`config.mk`:
```
export PLATFORM = sky130hd
export DESIGN_NAME = cellbus_rate_arb
export DESIGN_NICKNAME = d
export VERILOG_FILES = /design/src/rtl/cba_pkg.sv /design/src/rtl/cba_rate_table.sv /design/src/rtl/cba_group_sched.sv /design/src/rtl/cellbus_rate_arb.sv
export SDC_FILE = /design/constraint.sdc
export NUM_CORES = 1
export LEC_CHECK = 0
export BUFFER_PORTS_ARGS = -buffer_cell sky130_fd_sc_hd__buf_2
export CAP_MARGIN = 20
export CORE_ASPECT_RATIO = 2
export CORE_MARGIN = 4
export CORE_UTILIZATION = 65
export CTS_CLUSTER_SIZE = 40
export DETAILED_ROUTE_END_ITERATION = 8
export GPL_TIMING_DRIVEN = 1
export HOLD_SLACK_MARGIN = 0.1
export PLACE_DENSITY = 0.83
export SETUP_SLACK_MARGIN = 0.3
export SLEW_MARGIN = 30
export SYNTH_ARGS = -nofsm -noshare
export SYNTH_HDL_FRONTEND = slang
export SYNTH_HIERARCHICAL = 1
export SYNTH_SLANG_ARGS = --single-unit
```
`constraint.sdc`:
```
create_clock -name clk -period 13.2 [get_ports clk]
set_clock_uncertainty 0.1 [all_clocks]
set_input_delay 2.64 -clock clk [delete_from_list [all_inputs] [get_ports clk]]
set_output_delay 2.64 -clock clk [all_outputs]
set_load 0.02 [all_outputs]
```
`src/rtl/cba_pkg.sv`:
```
package cba_pkg;

    localparam int GROUPS = 2;

    // Clamp an integer into [lo, hi].
    function automatic int sat_int(input int v, input int lo, input int hi);
        if (v > hi) return hi;
        if (v < lo) return lo;
        return v;
    endfunction

    // Result of one half's selection scan.
    typedef struct packed {
        logic       found;
        logic [7:0] idx;
    } pick_t;

endpackage

```
`src/rtl/cba_rate_table.sv`:
```
module cba_rate_table #(
    parameter int N_DEV     = 8,
    parameter int RATE_W    = 5,
    parameter int SLOT_COST = 16,
    localparam int IDX_W    = $clog2(N_DEV),
    localparam int GRP_N    = N_DEV / cba_pkg::GROUPS
) (
    input  logic                           clk,
    input  logic                           rst,
    input  logic                           wr_en_i,
    input  logic [IDX_W-1:0]               wr_idx_i,
    input  logic [RATE_W-1:0]              wr_rate_i,
    output logic [N_DEV-1:0][RATE_W-1:0]   rate_o
);
    logic [N_DEV-1:0][RATE_W-1:0] rate_q;
    int   new_sum;
    logic accept;

    // Admission: the sum over the written device's half, with the new value in place.
    always_comb begin
        new_sum = int'(wr_rate_i);
        for (int i = 0; i < N_DEV; i++) begin
            if ((i / GRP_N) == (int'(wr_idx_i) / GRP_N) && i != int'(wr_idx_i))
                new_sum += int'(rate_q[i]);
        end
        accept = wr_en_i && (new_sum <= SLOT_COST);
    end

    always_ff @(posedge clk) begin
        if (rst) begin
            rate_q <= '0;
        end else if (accept) begin
            rate_q[wr_idx_i] <= wr_rate_i;
        end
    end

    assign rate_o = rate_q;

    int sum_lo, sum_hi;
    always_comb begin
        sum_lo = 0;
        sum_hi = 0;
        for (int i = 0; i < N_DEV; i++) begin
            if (i < GRP_N) sum_lo += int'(rate_q[i]);
            else           sum_hi += int'(rate_q[i]);
        end
    end


    rate_cap_chk: assert property (@(posedge clk) disable iff (rst)
        (sum_lo <= SLOT_COST) && (sum_hi <= SLOT_COST));


    rate_hold_chk: assert property (@(posedge clk) disable iff (rst)
        !wr_en_i |=> $stable(rate_q));

endmodule

```
`src/rtl/cba_group_sched.sv`:
```
module cba_group_sched #(
    parameter int GRP_N     = 4,
    parameter int RATE_W    = 5,
    parameter int CRED_W    = 8,
    parameter int CRED_HI   = 48,
    parameter int CRED_LO   = -48,
    parameter int SLOT_COST = 16,
    localparam int IDX_W    = $clog2(GRP_N),
    localparam int KEY_W    = CRED_W + 1
) (
    input  logic                           clk,
    input  logic                           rst,
    input  logic                           slot_i,
    input  logic [GRP_N-1:0]               req_i,
    input  logic [GRP_N-1:0][RATE_W-1:0]   rate_i,
    output logic [GRP_N-1:0]               grant_o
);
    import cba_pkg::*;

    logic signed [CRED_W-1:0] credit_q [GRP_N];
    logic signed [CRED_W-1:0] credit_d [GRP_N];
    logic [IDX_W-1:0]         ptr_q;
    pick_t                    pick;
    logic [GRP_N-1:0]         win_vec;
    logic [GRP_N-1:0]         behind_req;

    // Scan from the pointer upward. Behind requesters all share the top key,
    // so the earliest one in scan order wins among them.
    always_comb begin
        logic [IDX_W-1:0]        cand;
        logic signed [KEY_W-1:0] key;
        logic signed [KEY_W-1:0] best_key;
        pick     = '0;
        best_key = '0;
        for (int k = 0; k < GRP_N; k++) begin
            cand = ptr_q + IDX_W'(k);
            key  = (credit_q[cand] > 0) ? KEY_W'(CRED_HI + 1) : KEY_W'(credit_q[cand]);
            if (req_i[cand] && (!pick.found || key > best_key)) begin
                pick.found = 1'b1;
                pick.idx   = 8'(cand);
                best_key   = key;
            end
        end
        win_vec = '0;
        win_vec[pick.idx[IDX_W-1:0]] = pick.found && slot_i;
    end

    always_comb begin
        for (int i = 0; i < GRP_N; i++) begin
            credit_d[i] = CRED_W'(sat_int(int'(credit_q[i]) + int'(rate_i[i])
                                          - (win_vec[i] ? SLOT_COST : 0),
                                          CRED_LO, CRED_HI));
            behind_req[i] = req_i[i] && (credit_q[i] > 0);
        end
    end

    always_ff @(posedge clk) begin
        if (rst) begin
            grant_o <= '0;
            ptr_q   <= '0;
            for (int i = 0; i < GRP_N; i++) credit_q[i] <= '0;
        end else begin
            grant_o <= win_vec;
            if (slot_i) begin
                for (int i = 0; i < GRP_N; i++) credit_q[i] <= credit_d[i];
                if (pick.found) ptr_q <= pick.idx[IDX_W-1:0] + 1'b1;
            end
        end
    end


    grant_onehot_chk: assert property (@(posedge clk) disable iff (rst)
        $onehot0(grant_o));


    no_slot_no_grant_chk: assert property (@(posedge clk) disable iff (rst)
        !slot_i |=> (grant_o == '0));


    idle_no_grant_chk: assert property (@(posedge clk) disable iff (rst)
        (slot_i && req_i == '0) |=> (grant_o == '0));


    busy_grant_chk: assert property (@(posedge clk) disable iff (rst)
        (slot_i && req_i != '0) |=> ((grant_o & $past(req_i)) != '0));


    behind_wins_chk: assert property (@(posedge clk) disable iff (rst)
        (slot_i && behind_req != '0) |=> ((grant_o & $past(behind_req)) != '0));

    for (genvar g = 0; g < GRP_N; g++) begin : g_rng

        credit_range_chk: assert property (@(posedge clk) disable iff (rst)
            (int'(credit_q[g]) <= CRED_HI) && (int'(credit_q[g]) >= CRED_LO));
    end

endmodule

```
`src/rtl/cellbus_rate_arb.sv`:
```
module cellbus_rate_arb #(
    parameter int N_DEV     = 8,
    parameter int RATE_W    = 5,
    parameter int CRED_W    = 8,
    parameter int CRED_HI   = 48,
    parameter int CRED_LO   = -48,
    parameter int SLOT_COST = 16,
    localparam int IDX_W    = $clog2(N_DEV),
    localparam int GRP_N    = N_DEV / cba_pkg::GROUPS
) (
    input  logic                 clk,
    input  logic                 rst,
    input  logic                 slot_i,
    input  logic [N_DEV-1:0]     req_i,
    input  logic                 wr_en_i,
    input  logic [IDX_W-1:0]     wr_idx_i,
    input  logic [RATE_W-1:0]    wr_rate_i,
    output logic [N_DEV-1:0]     grant_o
);
    logic [N_DEV-1:0][RATE_W-1:0] rate_w;

    cba_rate_table #(
        .N_DEV(N_DEV), .RATE_W(RATE_W), .SLOT_COST(SLOT_COST)
    ) u_rates (
        .clk(clk), .rst(rst), .wr_en_i(wr_en_i), .wr_idx_i(wr_idx_i),
        .wr_rate_i(wr_rate_i), .rate_o(rate_w)
    );

    for (genvar g = 0; g < cba_pkg::GROUPS; g++) begin : g_half
        cba_group_sched #(
            .GRP_N(GRP_N), .RATE_W(RATE_W), .CRED_W(CRED_W),
            .CRED_HI(CRED_HI), .CRED_LO(CRED_LO), .SLOT_COST(SLOT_COST)
        ) u_sched (
            .clk(clk), .rst(rst), .slot_i(slot_i),
            .req_i(req_i[g*GRP_N +: GRP_N]),
            .rate_i(rate_w[g*GRP_N +: GRP_N]),
            .grant_o(grant_o[g*GRP_N +: GRP_N])
        );
    end


    per_half_limit_chk: assert property (@(posedge clk) disable iff (rst)
        $countones(grant_o) <= cba_pkg::GROUPS);


    reset_quiet_chk: assert property (@(posedge clk)
        rst |=> (grant_o == '0));

endmodule

```
==> results.txt, run 1 <==
The flow ran to the end, but the final reports show violations. The final reports fail on design-rule violations. The number of enable-type register cells in the synthesized netlist came out at 64. The number of antenna repair diodes is 0.

The placed instances occupy a cell area of 15700 um2. The number of DRC violations after detailed-routing iteration 0 came out at 907. TritonCTS built the clock tree. After floorplanning, the core was sized to cover 23300 um2.

The final-layout setup total negative slack came out at 0 ns. The weighted congestion at the end of routability-driven global placement is 1.03. The synthesized netlist devotes 19.0% of its cell area to compound gates.

The area growth from synthesis to layout is 5.90%. In the finished design, the share of the clock period the worst path needs comes to 93.2%. The number of endpoints with negative hold slack in the final report came out at 0. Of all cell types, the one taking the most synthesized area is ha_1. In this run the mean area of a mapped cell was 8.56 um2.

The first global-routing pass estimated 71700 um of wire. The post-layout worst setup margin came out at 0.891 ns. The number of nets in the synthesized netlist is 2028.

The DRC violations left came out at 1. The clock net sink count is 120. Along the worst hold path, the cell count comes to 2.

The data required time at the worst endpoint is 13.37 ns. The area fraction in and, or, nand and nor cells after synthesis came out at 19.6%. The pin count of the biggest net entering global routing is 65. For this run, the register share of the synthesized area comes to 19.7%. Along the worst path, the maximum fanout reaches 10. The worst hold path belongs to the class reg2reg. Setup slack on the worst reg-to-reg path comes out at 2.10 ns. The power per cell area came out at 265 nW/um2.

Clock latency on the worst-skew pair, taken at its later pin, is 0.44 ns. The maximum root-to-sink buffer count is 2. The slowest cell on the critical path is mux2i_1.

The deepest level of the CTS H-tree came out at 4. The I/O pin count is 28. The number of violations of the max-capacitance limit came out at 0. For this block, the via count after detailed routing is 14159. The post-placement worst setup slack is 0.579 ns. The number of routed nets with antenna violations came out at 0. Setup repair after global routing left no endpoint under its margin. The post-layout instance area is 16400 um2. The portion of total power attributed to the clock network is 11.3%.

The number of detailed-routing iterations run before antenna repair came out at 9. Measured in cells, the most critical reg-to-reg path has a length of 38. The critical path in this run is classified as in2reg. In the final design database the tool counted 2023 nets. The die outline area is 26400 um2.

The initial antenna violation count was 1. The worst setup path is captured at a flip-flop. The number of global-route vias before repair was 14632. Synthesis handed over a netlist of 1804 instances. The count of port buffers added during placement is 27.

The signal arrival time at the worst endpoint came out at 12.48 ns. Sorting the synthesized cells by area gives the leading types as ha_1, edfxtp_1, dfxtp_1. The number of placement rows came out at 79. Headroom to the max-slew limit came out at 36.9%.

Of the total synthesized cell area, the portion taken by full adders, half adders and majority gates is 17.4%. The count of warnings emitted by yosys is 6. The count of hold buffers inserted by post-cts repair is 0. Dividing the detail-routed wire length by the instance count gives 21.7 um. The vertical die dimension is 226 um. The count of endpoints failing setup in the final report is 0. For this run, the slowest stage of the critical path takes 0.68 ns. The parity-gate share of the synthesized area counting xor and xnor cells is 3.01%. The maximum clock frequency is 0.0812 GHz. The number of buffers created by CTS is 17. The post-route minimum period is 12.31 ns. The mux share of post-synthesis cell area is 14.0%. Counting the fill cells in the layout gives 1878. The proportion of total power due to net switching came out at 50.2%. The width of the die is 117 um. The per-cell via count in the routed design is 6.76. The post-route netlist has 9.77% of its cells at a drive strength greater than 1. The most used cell along the critical path is ha_1. The overflow left after global routing is 0. The final core utilization came out at 70.1%. The total length of routed wires is 45400 um.

Synthesis instantiated 104 different standard cells from the library. The number of buffers inserted by post-CTS setup repair is 0. The share of total power in sequential cells came out at 14.6%. After clock tree synthesis, the clock-pin slew on the worst setup and hold paths is 0.05 ns. The standby leakage power is 7.20 nW.

The number of slew-limit violations in the final report came out at 0. The post-synthesis cell area came out at 15400 um2. The total half-perimeter wirelength after legalization and detailed placement is 35900 um. The combinational power share came out at 74.1%.

The tree is rooted in a clkbuf_16. The actual transition at the worst max-transition pin came out at 0.944 ns. Of all flip-flops after synthesis, the portion carrying an async set or reset was 0%. The internal power summed over all cells came out at 2.16 mW. For this configuration, the core starts out at a cell density of 66.2%.

The synthesis-stage register bit count came out at 120. Across every metal layer, demand over resource in global routing totals 35.3%. The switching power summed over all nets came out at 2.17 mW. The share of Yosys cell area claimed by the top area cell type came out at 15.2%. The worst ir drop on vdd is 0.228 mV. Among all flip-flop cells after synthesis, the most frequent one is edfxtp_1. The combinational family with the most area after synthesis is simple AND/OR/NAND/NOR gates. The worst setup path is launched from an input port.
final timing paths:
path | endpoint | startpoint
max | g_half[1].u_sched/credit_q[3][2] | req_i[6]
min | u_rates/rate_o[37] | u_rates/rate_o[37]
max reg2reg | g_half[0].u_sched/credit_q[2][3] | flip-flop
min reg2reg | u_rates/rate_o[37] | u_rates/rate_o[37]
synth_stat cells, types with 23 or more instances:
| library cell | count |
|---|---|
| inv_1 | 227 |
| ha_1 | 188 |
| nor2_1 | 155 |
| a21oi_1 | 100 |
| nand2_1 | 100 |
| o21ai_0 | 82 |
| mux2i_1 | 71 |
| nand2b_1 | 70 |
| edfxtp_1 | 64 |
| dfxtp_1 | 56 |
| nor2b_1 | 47 |
| mux4_2 | 37 |
| clkbuf_1 | 35 |
| nor3_1 | 34 |
| o21a_1 | 32 |
| mux2_2 | 28 |
| xor2_1 | 26 |
| nand3_1 | 25 |
| and2_1 | 24 |
| xnor2_1 | 24 |
| a21o_1 | 23 |
critical path: cells and delay by family:
| kind | cells | cell delay [ns] |
|---|---|---|
| AO/OA/AOI/OAI | 18 | 3.93 |
| adder cells (fa/ha/maj) | 6 | 2.03 |
| AND/OR/NAND/NOR | 6 | 1.70 |
| multiplexers | 4 | 1.53 |
| buffers and inverters | 3 | 0.62 |
cells by family after synthesis:
group / Yosys count
AND/OR/NAND/NOR: 563
AO/OA/AOI/OAI: 424
buffers and inverters: 289
adder cells (fa/ha/maj): 205
multiplexers: 152
flip-flops: 120
XOR/XNOR: 51
power groups by stage:
stage               registers [mW]  clock network (mW)  logic [mW]
floorplan                    0.553                   0        2.46
global route                 0.637               0.509        3.55
global placement             0.622                   0        3.03
detailed placement           0.630                   0        3.11
CTS                          0.624               0.493        3.15
finish                       0.633               0.488        3.21
area by class of cell:
type                       count  area (um2)  share of cell area [%]
inverter                     228         856                    5.23
tap                          283         354                    2.16
sequential                   120        3050                    18.6
clock buffer                  19         433                    2.65
timing repair buffer          37         210                    1.28
multi-input combinational   1395       11300                    68.9
clock inverter                13         180                    1.10
registers in the layout (all words and copies together), names as in the netlist, named ones only:
signal	count
u_rates/rate_o	40
g_half.u_sched/credit_q	64
g_half.u_sched/ptr_q	4
g_half.u_sched/grant_o	8
routing by layer:
layer | wire length [um] | GRT usage [%] | vias to the layer above | part of all wire [%]
met3 | 2240 | 6.38 | 305 | 4.9
li1 | - | - | 6526 | -
met2 | 24100 | 64.1 | 639 | 53
met5 | 0 | 0 | - | 0
met4 | 5230 | 34.4 | 0 | 12
met1 | 13800 | 30.3 | 6689 | 30
through the flow:
stage | hold slack (ns) | instances | power, mW
detailed placement | 0.396 | 2063 | 3.74
global placement | 0.385 | 2063 | 3.65
CTS | 0.405 | 2095 | 4.26
global route | 0.437 | 2095 | 4.70
finish | 0.399 | 2095 | 4.33
floorplan | 0.369 | 1804 | 3.02
timing repair:
item	CTS	global route
resized for setup	0	1
endpoints found under the hold margin	0	0
setup endpoints to repair	0	14
placed cells by master (no fill, tap or decap), types with 25 or more instances in the layout:
cell type    n
ha_1       188
nand2b_1    70
o21a_1      32
nand3_1     25
edfxtp_1    64
a21oi_1    100
o21ai_0     82
nor3_1      34
mux4_2      37
xor2_1      26
buf_2       27
nor2_1     155
inv_1      227
mux2_2      28
dfxtp_1     54
mux2i_1     70
nand2_1    100
nor2b_1     47
(Power assumes the default switching activity.)
==> inputs of run 2 (changes only) <==
Settings changed: SYNTH_HIERARCHICAL 1 to default.
==> run 2 against run 1 <==
The run now ends clean. Critical path type unchanged. Hold slack better by 0.0072 ns. Die area fell by 4.0%. Clock power decreased by 4%. Final area shrank 3.7%. Core utilization increased by 0.69 points. Worst setup slack better by 0.23 ns. Synthesized area shrank 4.3%. Synthesized cell count down 5.8%. Highest routed layer unchanged. Largest power group unchanged.
==> results.txt, run 2 <==
The classification of the worst setup path is in2reg. The hold-critical path depth came out at 2. The count of hold buffers inserted by post-cts repair came out at 0. The combinational power share came out at 73.1%.

The stage delay of the slowest cell on the critical path is 0.55 ns. The global-route total usage across every layer came out at 31.3%. The leading cell type in the layout, fill and taps excluded is inv_1. The number of vias after detailed routing is 13080. Power spread over the standard cell area amounts to 260 nW/um2.

The maximum clock frequency is 0.0828 GHz. VDD sags by at most 0.148 mV. The commonest register cell after synthesis is edfxtp_1. For this design, the slowest cell found on the critical path is a2111oi_0.

The area of the placeable core came out at 22300 um2. The number of endpoints with negative hold slack in the final report came to 0. Counting instances in the post-synthesis netlist gives the leading cell types as inv_1, ha_1, nor2_1, o21ai_0, nand2_1.

The sequential element share of the synthesized area is 20.6%. The overflow left after global routing came out at 0. The filler cell count is 1688. The data required time at the worst endpoint came out at 13.27 ns. The worst register-to-register path has a setup slack of 2.25 ns. The most common cell in the netlist is inv_1. Counting stages on the worst path, the most repeated cell is o21a_1. Of all flip-flops after synthesis, the portion carrying an async set or reset was 0%. The number of global-route vias before repair is 13416. The first global-routing pass estimated 63700 um of wire. The initial antenna violation count came out at 0. The actual transition at the worst max-transition pin came out at 0.849 ns. The die covers 25400 um2. The fraction of final layout cells sized beyond drive strength 1 came out at 11.7%. In this run the cell area of the synthesized design comes to 14800 um2. The clock net sink count came out at 120. The path class of the tightest hold or removal check is reg2reg. The final-layout setup total negative slack came out at 0 ns. The width of the die is 115 um. The share of total power dissipated in the clock network is 11.5%. Cells fill 70.8% of the core in the end. During I/O placement, the number of pins put on the boundary was 28.

The register with the most flip-flops in the final layout is g_half.u_sched.credit_q. The final net count came out at 1929. For hold timing, the worst endpoint is u_rates.rate_o[37].

The cell area reported after detailed placement is 15200 um2. The number of buffers created by CTS is 17. The number of enable-type register cells in the synthesized netlist came out at 64. The synthesized area per cell is 8.70 um2. In this run the critical register-to-register path is launched from g_half[0].u_sched.ptr_q[1]. The number of slew-limit violations in the final report came out at 0.

After detailed routing, the average wire length per cell comes to 19.5 um. The internal portion of the total power is 2.08 mW. In this run the worst path has a maximum fanout of 15. The number of placement rows is 77. The number of flip-flops in the largest register came out at 64. The number of detailed-routing iterations run before antenna repair came out at 6. The total length of routed wires came out at 39000 um. The per-cell via count in the routed design came out at 6.55.

The number of antenna repair diodes came out at 0. The launch instance of the worst min-delay path is u_rates.rate_o[37]. The proportion of total power due to net switching is 49.2%.

Ranked by total cell area, the synthesized netlist is headed by ha_1, edfxtp_1, mux4_2. The post-synth net total came out at 1920. The flow ran to the end, and the final reports show no timing, DRC or antenna violations.

The cell depth of the worst flop-to-flop path came out at 43. The tool flagged a number of max-cap violations equal to 0. The share of Yosys cell area claimed by the top area cell type is 15.6%. After clock tree synthesis, the clock-pin slew on the worst setup and hold paths is 0.06 ns. The area growth from synthesis to layout is 6.57%.

Counting buffers and inverters, the worst setup path is 45 cells deep. STA classifies the critical path endpoint as a flip-flop. The standby leakage power came out at 6.94 nW. The CTS tree is yes.

The vertical die dimension came out at 221 um. Once the clock tree was built, the setup fixing pass inserted 0 buffers. The count of endpoints failing setup in the final report is 0.

The number of buffer and inverter stages on the critical path is 4. ha_1 takes more of the synthesized area than any other cell. The weighted congestion at the end of routability-driven global placement came out at 0.958.

The library cell used as clock root buffer is clkbuf_16. Summed over all nets, the switching power comes to 2.01 mW. The number of routed nets with antenna violations is 0.

Broken down by cell family, the worst path's largest delay share belongs to compound AO/OA/AOI/OAI gates. The post-layout instance area came out at 15800 um2. The endpoint identified for the worst register-to-register timing path is g_half[0].u_sched.credit_q[0][1]. The number of DRC violations after detailed-routing iteration 0 is 1031.

The post-route minimum period is 12.08 ns. The final clock period utilization by the worst path came out at 91.5%. In the layout the commonest cells are inv_1, ha_1, nor2_1.

For this configuration, the core starts out at a cell density of 66.4%. The DRC violations left came out at 0. The quantity of gates resized following cts is 0. The clock tree synthesis step divided the H-tree into 4 levels. Entering global routing, the biggest net connects 65 pins.

The number of different library cells used by synthesis comes to 84. The clock passes through at most 2 buffers. The worst setup path is launched from an input port.

The total half-perimeter wirelength after legalization and detailed placement came out at 31600 um. Headroom to the max-slew limit came out at 43.4%. The count of warnings emitted by yosys is 0.

The synthesized instance count is 1700. Sequential cells burn 15.4% of the power. The signal arrival time at the worst endpoint came out at 12.15 ns.

The count of port buffers added during placement is 27. Setup repair after global routing left no endpoint under its margin. Clock latency on the worst-skew pair, taken at its later pin, is 0.44 ns. The synthesis-stage register bit count came out at 120.
-- run 2: cell types whose count changed in the layout (fill, tap and decap cells not counted), sizes merged, moves of 11 or more --
| cell | before | now |
|---|---|---|
| nor2 | 157 | 124 |
| a21oi | 103 | 86 |
| mux4 | 45 | 62 |
| nor3 | 34 | 49 |
| or4 | 15 | 0 |
| inv | 228 | 240 |
| xnor2 | 24 | 36 |
| nand2 | 100 | 89 |
| o21ai | 91 | 102 |
| o31ai | 17 | 6 |
-- run 2: final cells by class --
type	instances	area [um2]	share of cell area, %
clock inverters	15	160	1.02
inverters	241	905	5.74
flip-flops and latches	120	3050	19.4
multi-input cells	1286	10600	67.4
repair buffers	43	255	1.62
clock buffers	17	425	2.70
well taps	276	345	2.19
-- run 2: per-layer routing --
layer  part of all wire (%)  track usage (%)  up-vias
li1                       -                -     6124
met1                     34             31.0     6173
met2                     53             57.0      565
met3                    5.0             4.51      218
met4                    8.5             22.9        0
met5                      0                0        -
-- run 2: worst max path at each step --
stage,from,to,slack [ns]
finish,req_i[2],g_half[0].u_sched.credit_q[0][1],1.12
global route,req_i[2],g_half[0].u_sched.credit_q[1][3],0.38
CTS,req_i[7],g_half[1].u_sched.credit_q[0][1],1.06
detailed placement,req_i[7],g_half[1].u_sched.credit_q[0][1],0.71
global placement,req_i[7],g_half[1].u_sched.credit_q[0][1],0.85
floorplan,req_i[6],g_half[1].u_sched.credit_q[0][1],1.08
-- run 2: stage by stage --
stage	std cells	power, mW	setup WS, ns	hold slack, ns
after floorplan	1700	2.87	1.08	0.369
after global placement	1966	3.43	0.846	0.383
after detailed placement	1966	3.54	0.706	0.398
after CTS	1998	4.05	1.06	0.405
after global routing	1998	4.45	0.382	0.429
final	1998	4.09	1.12	0.406
-- run 2: power by group through the flow --
stage	clock [mW]	sequential, mW	combinational, mW
2_1_floorplan	0	0.554	2.32
3_5_place_dp	0	0.632	2.91
6_report	0.469	0.631	2.99
5_1_grt	0.485	0.641	3.33
3_3_place_gp	0	0.623	2.81
4_1_cts	0.468	0.626	2.95
-- run 2: kinds of logic (layout without fill, tap and decap cells) --
| kind of cell | after synthesis | in the layout | share of synthesized area, % |
|---|---|---|---|
| AND/OR/NAND/NOR | 503 | 503 | 18.3 |
| AO/OA/AOI/OAI | 378 | 378 | 16.7 |
| buffers and inverters | 294 | 316 | 7.67 |
| adder cells (fa/ha/maj) | 203 | 203 | 17.9 |
| multiplexers | 149 | 149 | 15.6 |
| flip-flops | 120 | 120 | 20.6 |
| XOR/XNOR | 53 | 53 | 3.27 |
-- run 2: worst reg2reg max path, delay by kind of cell, from the launching register on --
family | cells | cell delay [ns]
AOI/OAI and AO/OA | 23 | 4.47
adders and majority gates | 6 | 1.96
and+or+nand+nor | 9 | 1.84
DFF | 1 | 0.68
muxes | 2 | 0.97
buffers and inverters | 3 | 0.64
